--- src/rtl/sir_pkg.sv ---
package sir_pkg;
    localparam int unsigned CELL_TICKS  = 16;
    localparam int unsigned PULSE_START = 7;
    localparam int unsigned PULSE_LEN   = 3;
    localparam int unsigned LP_PERIODS  = 3;

    localparam int unsigned PH_W  = $clog2(CELL_TICKS);
    localparam int unsigned TC_W  = $clog2(CELL_TICKS + 1);
    localparam int unsigned LPC_W = (LP_PERIODS > 1) ? $clog2(LP_PERIODS) : 1;

    typedef struct packed {
        logic [PH_W-1:0]  phase;
        logic             cell_bit;
        logic             lp_busy;
        logic [LPC_W-1:0] lp_cnt;
    } enc_state_t;

    typedef struct packed {
        logic            prev_in;
        logic            track;
        logic            valid;
        logic [TC_W-1:0] tcnt;
    } dec_state_t;
endpackage

--- src/rtl/sir_enc.sv ---
module sir_enc
    import sir_pkg::*;
(
    input  logic clk,
    input  logic rst_n,
    input  logic tick_i,
    input  logic lp_tick_i,
    input  logic active_i,
    input  logic lp_mode_i,
    input  logic txd_i,
    output logic pulse_o
);
    localparam logic [PH_W-1:0]  PH_LAST  = PH_W'(CELL_TICKS - 1);
    localparam logic [PH_W-1:0]  PH_FIRST = PH_W'(PULSE_START);
    localparam logic [PH_W-1:0]  PH_PRE   = PH_W'(PULSE_START - 1);
    localparam logic [PH_W-1:0]  PH_END   = PH_W'(PULSE_START + PULSE_LEN);
    localparam logic [LPC_W-1:0] LPC_LAST = LPC_W'(LP_PERIODS - 1);

    enc_state_t s_d, s_q;
    logic       nrm_pulse;

    always_comb begin
        s_d = s_q;
        if (tick_i) begin
            s_d.phase = (s_q.phase == PH_LAST) ? '0 : s_q.phase + 1'b1;
            if (s_q.phase == PH_LAST) begin
                s_d.cell_bit = txd_i;
            end
        end
        if (!active_i || !lp_mode_i) begin
            s_d.lp_busy = 1'b0;
            s_d.lp_cnt  = '0;
        end else if (s_q.lp_busy) begin
            if (lp_tick_i) begin
                if (s_q.lp_cnt == LPC_LAST) begin
                    s_d.lp_busy = 1'b0;
                    s_d.lp_cnt  = '0;
                end else begin
                    s_d.lp_cnt = s_q.lp_cnt + 1'b1;
                end
            end
        end else if (tick_i && s_q.phase == PH_PRE && !s_q.cell_bit) begin
            s_d.lp_busy = 1'b1;
            s_d.lp_cnt  = '0;
        end
    end

    always_ff @(posedge clk) begin
        if (!rst_n) begin
            s_q.phase    <= '0;
            s_q.cell_bit <= 1'b1;
            s_q.lp_busy  <= 1'b0;
            s_q.lp_cnt   <= '0;
        end else begin
            s_q <= s_d;
        end
    end

    assign nrm_pulse = active_i && !lp_mode_i && !s_q.cell_bit &&
                       (s_q.phase >= PH_FIRST) && (s_q.phase < PH_END);
    assign pulse_o   = lp_mode_i ? (active_i && s_q.lp_busy) : nrm_pulse;

    AST_PULSE_ENTRY: assert property (@(posedge clk) disable iff (!rst_n)
        ($rose(nrm_pulse) && $stable(active_i) && $stable(lp_mode_i)) |-> (s_q.phase == PH_FIRST))
        else $error("normal pulse began off position");
    AST_CELL_BIT_HOLD: assert property (@(posedge clk) disable iff (!rst_n)
        (s_q.phase != '0) |-> $stable(s_q.cell_bit))
        else $error("cell bit moved inside a cell");
    AST_LP_CNT_RANGE: assert property (@(posedge clk) disable iff (!rst_n)
        s_q.lp_busy |-> (s_q.lp_cnt <= LPC_LAST))
        else $error("low-power strobe count out of range");
    AST_ENC_MUTE: assert property (@(posedge clk) disable iff (!rst_n)
        !active_i |=> !s_q.lp_busy)
        else $error("low-power pulse survived disable");
endmodule

--- src/rtl/sir_dec.sv ---
module sir_dec
    import sir_pkg::*;
(
    input  logic clk,
    input  logic rst_n,
    input  logic tick_i,
    input  logic lp_tick_i,
    input  logic active_i,
    input  logic din_i,
    output logic rx_n_o
);
    localparam logic [TC_W-1:0] TC_LAST = TC_W'(CELL_TICKS - 1);

    dec_state_t s_d, s_q;
    logic       in_low;

    assign in_low = !din_i;

    always_comb begin
        s_d         = s_q;
        s_d.prev_in = din_i;
        if (!active_i) begin
            s_d.track   = 1'b0;
            s_d.valid   = 1'b0;
            s_d.tcnt    = '0;
            s_d.prev_in = 1'b1;
        end else if (s_q.track) begin
            if (tick_i) begin
                s_d.tcnt = s_q.tcnt + 1'b1;
            end
            if (tick_i && s_q.tcnt == TC_LAST) begin
                s_d.track = 1'b0;
                s_d.valid = 1'b0;
                s_d.tcnt  = '0;
            end else if (!s_q.valid) begin
                if (!in_low) begin
                    s_d.track = 1'b0;
                    s_d.tcnt  = '0;
                end else if (lp_tick_i) begin
                    s_d.valid = 1'b1;
                end
            end
        end else if (in_low && s_q.prev_in) begin
            s_d.track = 1'b1;
            s_d.valid = 1'b0;
            s_d.tcnt  = '0;
        end
    end

    always_ff @(posedge clk) begin
        if (!rst_n) begin
            s_q.prev_in <= 1'b1;
            s_q.track   <= 1'b0;
            s_q.valid   <= 1'b0;
            s_q.tcnt    <= '0;
        end else begin
            s_q <= s_d;
        end
    end

    assign rx_n_o = !s_q.valid;

    AST_VALID_IN_WINDOW: assert property (@(posedge clk) disable iff (!rst_n)
        s_q.valid |-> s_q.track)
        else $error("valid pulse outside window");
    AST_VALID_RISE: assert property (@(posedge clk) disable iff (!rst_n)
        $rose(s_q.valid) |-> $past(in_low && lp_tick_i))
        else $error("pulse validated without strobe");
    AST_WINDOW_END: assert property (@(posedge clk) disable iff (!rst_n)
        (active_i && s_q.track && tick_i && s_q.tcnt == TC_LAST) |=> !s_q.track)
        else $error("window not closed on last strobe");
    AST_DEC_MUTE: assert property (@(posedge clk) disable iff (!rst_n)
        !active_i |=> !s_q.valid)
        else $error("decoder held a bit while disabled");
endmodule

--- src/rtl/sir_codec.sv ---
module sir_codec
    import sir_pkg::*;
(
    input  logic clk,
    input  logic rst_n,
    input  logic tick16_i,
    input  logic lp_tick_i,
    input  logic uart_en_i,
    input  logic sir_en_i,
    input  logic lp_mode_i,
    input  logic loop_en_i,
    input  logic test_en_i,
    input  logic uart_txd_i,
    input  logic pin_rxd_i,
    input  logic sir_in_i,
    output logic sir_out_o,
    output logic pin_txd_o,
    output logic rx_bit_o
);
    logic sir_active;
    logic loop_sel;
    logic enc_pulse;
    logic dec_in;
    logic dec_rx_n;

    assign sir_active = uart_en_i && sir_en_i;
    assign loop_sel   = sir_active && loop_en_i && test_en_i;

    sir_enc u_enc (
        .clk       (clk),
        .rst_n     (rst_n),
        .tick_i    (tick16_i),
        .lp_tick_i (lp_tick_i),
        .active_i  (sir_active),
        .lp_mode_i (lp_mode_i),
        .txd_i     (uart_txd_i),
        .pulse_o   (enc_pulse)
    );

    assign dec_in = loop_sel ? !enc_pulse : sir_in_i;

    sir_dec u_dec (
        .clk       (clk),
        .rst_n     (rst_n),
        .tick_i    (tick16_i),
        .lp_tick_i (lp_tick_i),
        .active_i  (sir_active),
        .din_i     (dec_in),
        .rx_n_o    (dec_rx_n)
    );

    assign sir_out_o = sir_active && enc_pulse;
    assign pin_txd_o = sir_active ? 1'b1 : uart_txd_i;
    assign rx_bit_o  = sir_active ? dec_rx_n : pin_rxd_i;
endmodule

--- config.mk ---
export PLATFORM = sky130hd
export DESIGN_NAME = sir_codec
export DESIGN_NICKNAME = d
export VERILOG_FILES = /design/src/rtl/sir_pkg.sv /design/src/rtl/sir_enc.sv /design/src/rtl/sir_dec.sv /design/src/rtl/sir_codec.sv
export SDC_FILE = /design/constraint.sdc
export NUM_CORES = 1
export LEC_CHECK = 0
export ABC_CLOCK_PERIOD_IN_PS = 3790
export CELL_PAD_IN_SITES_DETAIL_PLACEMENT = 0
export CELL_PAD_IN_SITES_GLOBAL_PLACEMENT = 1
export CORE_MARGIN = 2
export CORE_UTILIZATION = 40
export DETAILED_ROUTE_END_ITERATION = 10
export PLACE_DENSITY = 0.9
export SETUP_SLACK_MARGIN = 0.05
export SYNTH_ARGS = -nofsm -noshare
export SYNTH_HDL_FRONTEND = slang
export SYNTH_SLANG_ARGS = --single-unit
--- constraint.sdc ---
create_clock -name clk -period 3.79 [get_ports clk]
set_input_delay 0.758 -clock clk [delete_from_list [all_inputs] [get_ports clk]]
set_output_delay 0.758 -clock clk [all_outputs]
set_load 0.02 [all_outputs]
; ---- Word level (Yosys, flattened, before mapping)
; Cells that the tools add are included.
[op_classes]
add_sub_neg = 3
n_mul = 0
div_mod_pow = 0
n_lt_le_gt_ge = 2
eq_ne = 5
shifts = 0
mux = 19
bitwise_logic = 1
n_reduce_logical = 26
[op_table]
columns = op, count
row1 = two-way mux 7 bit, 4
row2 = logical AND 1 bit, 13
row3 = two-way mux 5 bit, 2
row4 = two-way mux 3 bit, 3
row5 = two-way mux 1 bit, 8
row6 = zero test 1 bit, 6
row7 = AND reduction 2 bit, 3
row8 = adder 5 x 1 -> 5 bit (second input constant), 1
row9 = equality test 5 x 4 -> 1 bit (second input constant), 1
row10 = adder 4 x 1 -> 4 bit (second input constant), 1
row11 = equality test 4 x 3 -> 1 bit (second input constant), 1
row12 = equality test 4 bit (second input constant), 1
row13 = greater-or-equal comparator 4 x 3 -> 1 bit (second input constant), 1
row14 = less-than comparator 4 bit (second input constant), 1
row15 = two-way mux 4 bit, 1
row16 = nonzero test 2 bit, 2
row17 = adder 2 x 1 -> 2 bit (second input constant), 1
row18 = equality test 2 bit (second input constant), 1
row19 = two-way mux 2 bit, 1
row20 = inequality test 2 bit (second input constant), 1
row21 = OR reduction 2 bit, 1
row22 = logical OR 1 bit, 1
row23 = NOT 1 bit, 1
[word_totals]
reg_bits = 16
latch_bits = 0
ram_bits = 0
mem_bits_ro = 0
in_bits = 12
out_inout_bits = 3
memories = 0

; ---- Longest topological paths before layout
; Gate-level depths: netlist of run 1.
[depth]
depth_word = 12
depth_mapped = 8
ltp_nobuf = 8

; ---- Modules after synthesis
; Synthesis of run 1 repeated with hierarchy kept, for this count alone.
[hier_totals]
cells_unflattened = 98
area_unflattened_um2 = 894.6
[by_module_without_submodules]
columns = module, instances, cells_each, area_each_um2
row1 = sir_enc, 1, 51, 440.4
row2 = sir_dec, 1, 41, 399.1
row3 = sir_codec, 1, 6, 55.1

; ---- Worst setup path before layout of run 1
; Ideal clock, no wire load.
[synth_timing]
path_type = reg-to-output
startpoint = register u_enc.s_q[5] (netlist bit)
endpoint = output sir_out_o
arrival_ps = 1380
t_required_ps = 3032
setup_slack_ps = 1652
stages_incl_launch_ff = 5
n_path_buf = 0
cell_sequence = dfxtp_1 ha_1 nand3b_1 a211o_2 a21oi_1
[synth_between]
elab_chain_cells = 5
elab_cells_between_ends = 6
classes_between = order compare: 2 / mux: 1 / reduce/logical: 3
[synth_lines]
columns = item, line_no
row1 = "start, declared", sir_enc.sv:19  ; enc_state_t s_d, s_q;
row2 = greater-or-equal comparator 4 x 3 -> 1 bit, sir_enc.sv:60  ; (s_q.phase >= PH_FIRST) && (s_q.phase < PH_END);
row3 = logical AND 1 bit, sir_enc.sv:59  ; assign nrm_pulse = active_i && !lp_mode_i && !s_q.cell_bit &&
row4 = logical AND 1 bit *, sir_enc.sv:60
row5 = two-way mux 1 bit *, sir_enc.sv:61  ; assign pulse_o = lp_mode_i ? (active_i && s_q.lp_busy) : nrm_pulse;
row6 = logical AND 1 bit *, sir_codec.sv:52  ; assign sir_out_o = sir_active && enc_pulse;
row7 = "end, declared", sir_codec.sv:16  ; output logic sir_out_o,
; Mark *: on every way between the ends. The rest lies on a longest branch, timed or not.

; ---- Worst setup path in the final report of run 1
[layout_timing]
startpoint = input lp_mode_i
endpoint = output sir_out_o
[layout_between]
elab_chain_cells = 7
[layout_lines]
columns = item, line_no
row1 = "start, declared", sir_codec.sv:10  ; input logic lp_mode_i,
row2 = zero test 1 bit, sir_enc.sv:59
row3 = logical AND 1 bit (3 in a row), sir_enc.sv:59
row4 = logical AND 1 bit, sir_enc.sv:60
row5 = two-way mux 1 bit *, sir_enc.sv:61
row6 = logical AND 1 bit *, sir_codec.sv:52
; Marks and branches as above.

==> results of run 1 <==
## state kept, by name (all words and copies together) (netlist names)
| register | count |
|---|---|
| u_dec.s_q | 8 |
| u_enc.s_q | 8 |
## through the flow
step | setup WS (ps) | util | area [um^2]
global placement | 811 | 0.512 | 1020
global route | 670 | 0.530 | 1060
finish | 792 | 0.530 | 1060
CTS | 787 | 0.530 | 1060
floorplan | 1650 | - | 858
detailed placement | 787 | 0.512 | 1020
## power by group
part	internal [mW]	switching [mW]
Combinational	0.0197	0.0181
Sequential	0.171	0.00353
Clock	0.0585	0.0519
Total	0.249	0.0735
## cells by family after synthesis
family | after synthesis | share of synthesized area
AOI/OAI and AO/OA | 27 | 0.239
xor gates and xnor gates | 1 | 0.0102
adders and majority gates | 4 | 0.0583
buffers and inverters | 6 | 0.0262
DFF | 16 | 0.373
muxes | 2 | 0.0248
and+or+nand+nor | 47 | 0.268
## critical path, cell delays in order
cell	delay, ps
clkdlybuf4s50_1	450
a211o_2	280
a21oi_1	130
clkdlybuf4s50_1	620
## synth_stat cells, types with 2 or more instances
master and n:
o21ai_0 7, nand3_1 7, and3_1 3, nand2_1 16, inv_1 4, a21oi_1 5
clkbuf_1 2, nor2_1 7, and2_1 4, ha_1 4, dfxtp_1 16, nand4_1 6
## worst min-delay path by stage
stage / from / endpoint / slack (ps) / cells past startpoint
2_1_floorplan: u_dec.s_q[1]$_SDFFE_PN0P_ / u_dec.s_q[1]$_SDFFE_PN0P_ / 450 / 2
3_3_place_gp: u_dec.s_q[4]$_SDFFE_PN0P_ / u_dec.s_q[4]$_SDFFE_PN0P_ / 470 / 2
3_5_place_dp: u_dec.s_q[4]$_SDFFE_PN0P_ / u_dec.s_q[4]$_SDFFE_PN0P_ / 470 / 2
4_1_cts: u_dec.s_q[4]$_SDFFE_PN0P_ / u_dec.s_q[4]$_SDFFE_PN0P_ / 490 / 2
5_1_grt: u_dec.s_q[1]$_SDFFE_PN0P_ / u_dec.s_q[1]$_SDFFE_PN0P_ / 520 / 2
6_report: u_dec.s_q[4]$_SDFFE_PN0P_ / u_dec.s_q[4]$_SDFFE_PN0P_ / 480 / 2
## layout make-up
class	count	area share
multi-input cells	81	0.486
repair buffers	14	0.132
well taps	27	0.0318
clock buffers	4	0.0342
flip-flops and latches	16	0.302
inverters	4	0.0142
## per-layer routing
metal  vias up  global-route usage
met1       372               0.190
li1        415                   -
met4         0              0.0270
met2        10               0.287
met5         -                   0
met3         0              0.0536
==> flow_summary.json, run 1 <==
{
  "ir_worst_vdd_uv": 171,
  "finalClockSkew_ps": 1.60,
  "pin_count": 15,
  "worst_setup_path_end_kind": "output port",
  "coreArea_um2": 2000,
  "cp.required_ps": 3030,
  "setup_tns_ps": 0,
  "synth_area_um2": 858,
  "rsz0062_at_grt": "false",
  "synthFlopType": "dfxtp_1",
  "outcome": "finished clean",
  "fmax_ghz": 0.334,
  "drc": 0,
  "grt_pass1_vias": 761,
  "grt_max_degree": 15,
  "r2r_cells": 5,
  "dpl.hpwl_um": 1390,
  "die-area_um2": 2530,
  "leakage_nw": 0.406,
  "die_w_um": 50.3,
  "criticalPathCategory": "primary input to output port",
  "clock_sinks": 16,
  "r2r-start": "u_enc.s_q[5]$_SDFFE_PN0P_",
  "synth.top_cell.area_share": 0.373,
  "min_path_type": "flip-flop to flip-flop",
  "fillers": 193,
  "syn_inst": 103,
  "drt_iter0_drc": 19,
  "gp_congestion": 0.699,
  "m1WireLength_um": 836,
  "drv_slew": 0,
  "cts_made_buffers": 3,
  "vias": 797,
  "root_buffer": "clkbuf_4",
  "period_minus_slack_ps": 3000,
  "drt-vias-per-instance": 5.46,
  "reg2reg_to": "u_dec.s_q[5]$_SDFFE_PN0P_",
  "max-slew-margin-rel": 0.689,
  "synth_edf_count": 0,
  "post_cts_buffers": 0,
  "rows": 16,
  "arrival_ps": 2240,
  "grt_use_total": 0.161,
  "syn2layout_area_growth_pct": 23.6,
  "initial_core_util": 0.429,
  "cts_buffer_depth": 2,
  "top_layer": "met3",
  "fin_nets": 136,
  "ys_warn_count": 0,
  "n_antenna_cell": 0,
  "ys_seq_elements": 16,
  "grt_pass1_wl_um": 3120,
  "met3_length_um": 70,
  "whs_ps": 485,
  "async_reset_ff_frac": 0,
  "wl_um": 1840,
  "yosys.area.top_type": "dfxtp_1",
  "ys_seq_area_frac": 0.373,
  "fin_cells": 146,
  "hold_viol": 0,
  "worstMarginPinSlew_ps": 465,
  "p_per_area_nw_per_um2": 304,
  "syn-mean-instance-area_um2": 8.33,
  "overflow": 0,
  "route.met2.wl_um": 937,
  "clock_latency_ps": 280,
  "drtPass1Iterations": 4,
  "power_uw": 322,
  "final_cell_mix": "nand2_1, dfxtp_1, clkdlybuf4s50_1",
  "cts.hold.buffers_added": 0,
  "synth_nets": 119,
  "startpoint": "lp_mode_i",
  "crit_fanout": 4,
  "maxCapViolCount": 0,
  "crit_end": "sir_out_o",
  "synthTopCellsByArea": "dfxtp_1, nand2_1, ha_1",
  "min_period_over_period": 0.791,
  "ant_nets": 0,
  "htreeDepth": 1,
  "drive_above_1_share": 0.0672,
  "antenna_found_initial": 0,
  "wl_per_cell_um": 12.6,
  "start_kind": "primary input",
  "setup-violations-final": 0,
  "cts_resized": 0,
  "ff2ff_setup_slack_ps": 1690,
  "seq_area_um2": 320,
  "ys_types": 34,
  "cts.reportedPaths.clkPinSlew_ps": 90,
  "portBuffers": 14,
  "dp_cells": 142,
  "dieHeight_um": 50.3,
  "cts_tree": "yes",
  "multi_input_area_um2": 515
}
(Power assumes the default switching activity.)
==> run 2: changes to the inputs <==
- ABC_CLOCK_PERIOD_IN_PS: 3790 -> 2490
- CORE_UTILIZATION: 40 -> 34
- PLACE_DENSITY: 0.9 -> 0.82
- clock period: 3.79 -> 2.49 ns (I/O delays scaled with it)
==> flow_summary.json, run 2 (same netlist as run 1, synthesis figures left out) <==
{
  "start_kind": "primary input",
  "wl_per_cell_um": 12.6,
  "drtPass1Iterations": 4,
  "worstMarginPinSlew_ps": 318,
  "final_cell_mix": "nand2_1, dfxtp_1, clkdlybuf4s50_1",
  "whs_ps": 488,
  "setup_tns_ps": 0,
  "criticalPathCategory": "primary input to output port",
  "cts_tree": "yes",
  "multi_input_area_um2": 515,
  "crit_fanout": 4,
  "cts.reportedPaths.clkPinSlew_ps": 100,
  "cp.required_ps": 1990,
  "cts.hold.buffers_added": 0,
  "grt_pass1_vias": 732,
  "seq_area_um2": 320,
  "max-slew-margin-rel": 0.785,
  "rows": 18,
  "fillers": 247,
  "maxCapViolCount": 0,
  "portBuffers": 14,
  "holdPathStages": 2,
  "fin_nets": 143,
  "coreArea_um2": 2430,
  "post_cts_buffers": 0,
  "grt_max_degree": 10,
  "gp_congestion": 0.805,
  "die_w_um": 54.2,
  "htreeDepth": 1,
  "min_path_type": "flip-flop to flip-flop",
  "finalClockSkew_ps": 2.31,
  "grt_use_total": 0.154,
  "setup-violations-final": 0,
  "ant_nets": 0,
  "leakage_nw": 0.444,
  "rsz0062_at_grt": "false",
  "arrival_ps": 1830,
  "period_minus_slack_ps": 2330,
  "drc": 0,
  "r2r-start": "u_enc.s_q[7]$_SDFFE_PN0P_",
  "drive_above_1_share": 0.127,
  "hp-start": "u_dec.s_q[4]$_SDFFE_PN0P_",
  "wl_um": 1960,
  "vias": 811,
  "cts_made_buffers": 3,
  "pin_count": 15,
  "worst_setup_path_end_kind": "output port",
  "fmax_ghz": 0.429,
  "grt_pass1_wl_um": 3150,
  "dieHeight_um": 54.2,
  "utilization": 0.457,
  "min_period_over_period": 0.936,
  "p_per_area_nw_per_um2": 454,
  "die-area_um2": 2940,
  "antenna_found_initial": 0,
  "cts_buffer_depth": 2,
  "n_antenna_cell": 0,
  "hold_viol": 0,
  "drt-vias-per-instance": 5.20,
  "drt_iter0_drc": 17,
  "overflow": 0,
  "min_to": "u_dec.s_q[4]$_SDFFE_PN0P_",
  "clock_sinks": 16,
  "power_uw": 504,
  "root_buffer": "clkbuf_4",
  "reg2reg_to": "u_dec.s_q[5]$_SDFFE_PN0P_",
  "outcome": "finished clean",
  "initial_core_util": 0.353,
  "dpl.hpwl_um": 1530,
  "drv_slew": 0,
  "ff2ff_setup_slack_ps": 500,
  "syn2layout_area_growth_pct": 29.4,
  "top_regs": "u_dec.s_q (8), u_enc.s_q (8)",
  "r2r_cells": 4,
  "clock_latency_ps": 290,
  "ir_worst_vdd_uv": 289
}
==> run 2: what timing repair did <==
action,in CTS,in global routing
endpoints found under the setup margin,2,1
gates resized for setup,2,2
pin swaps,0,0
==> run 2: how the worst max path moves through the flow <==
| stage | start | endpoint | cells after the start |
|---|---|---|---|
| finish | uart_en_i | pin_txd_o | 4 |
| global route | sir_en_i | pin_txd_o | 4 |
| CTS | u_enc.s_q[7]$_SDFFE_PN0P_ | sir_out_o | 4 |
| detailed placement | lp_mode_i | sir_out_o | 4 |
| global placement | lp_mode_i | sir_out_o | 4 |
| floorplan | u_enc.s_q[5]$_SDFFE_PN0P_ | sir_out_o | 4 |
==> run 2: critical path: stages <==
cell and delay, ps:
clkdlybuf4s50_1 510, nand2_1 130, nand2b_1 90, clkdlybuf4s50_1 600
==> run 2: layout make-up <==
class	instances	area share
multi-input combinational	81	0.464
sequential	16	0.288
timing repair buffer	21	0.168
tap	30	0.0338
clock buffer	4	0.0327
inverter	4	0.0135
==> run 2: per-layer routing <==
layer,GRT usage,share of wire
met1,0.184,0.48
met2,0.255,0.44
met3,0.0656,0.064
met4,0.0375,0.0076
met5,0,0
==> run 2: where the power goes <==
part / switching, mW / leakage (nW) / total, mW / internal [mW]
clock network: 0.0881 / 0.0210 / 0.177 / 0.0892
logic: 0.0292 / 0.294 / 0.0632 / 0.0340
registers: 0.00433 / 0.130 / 0.264 / 0.260
total: 0.122 / 0.444 / 0.504 / 0.383
==> run 2: through the flow <==
step | worst slack [ps] | cell area, um^2 | std cells
after floorplan | 612 | 858 | 103
final | 159 | 1110 | 156
after detailed placement | 32.6 | 1080 | 152
after global placement | 56.3 | 1080 | 152
after CTS | 104 | 1110 | 156
after global routing | 84.9 | 1110 | 156
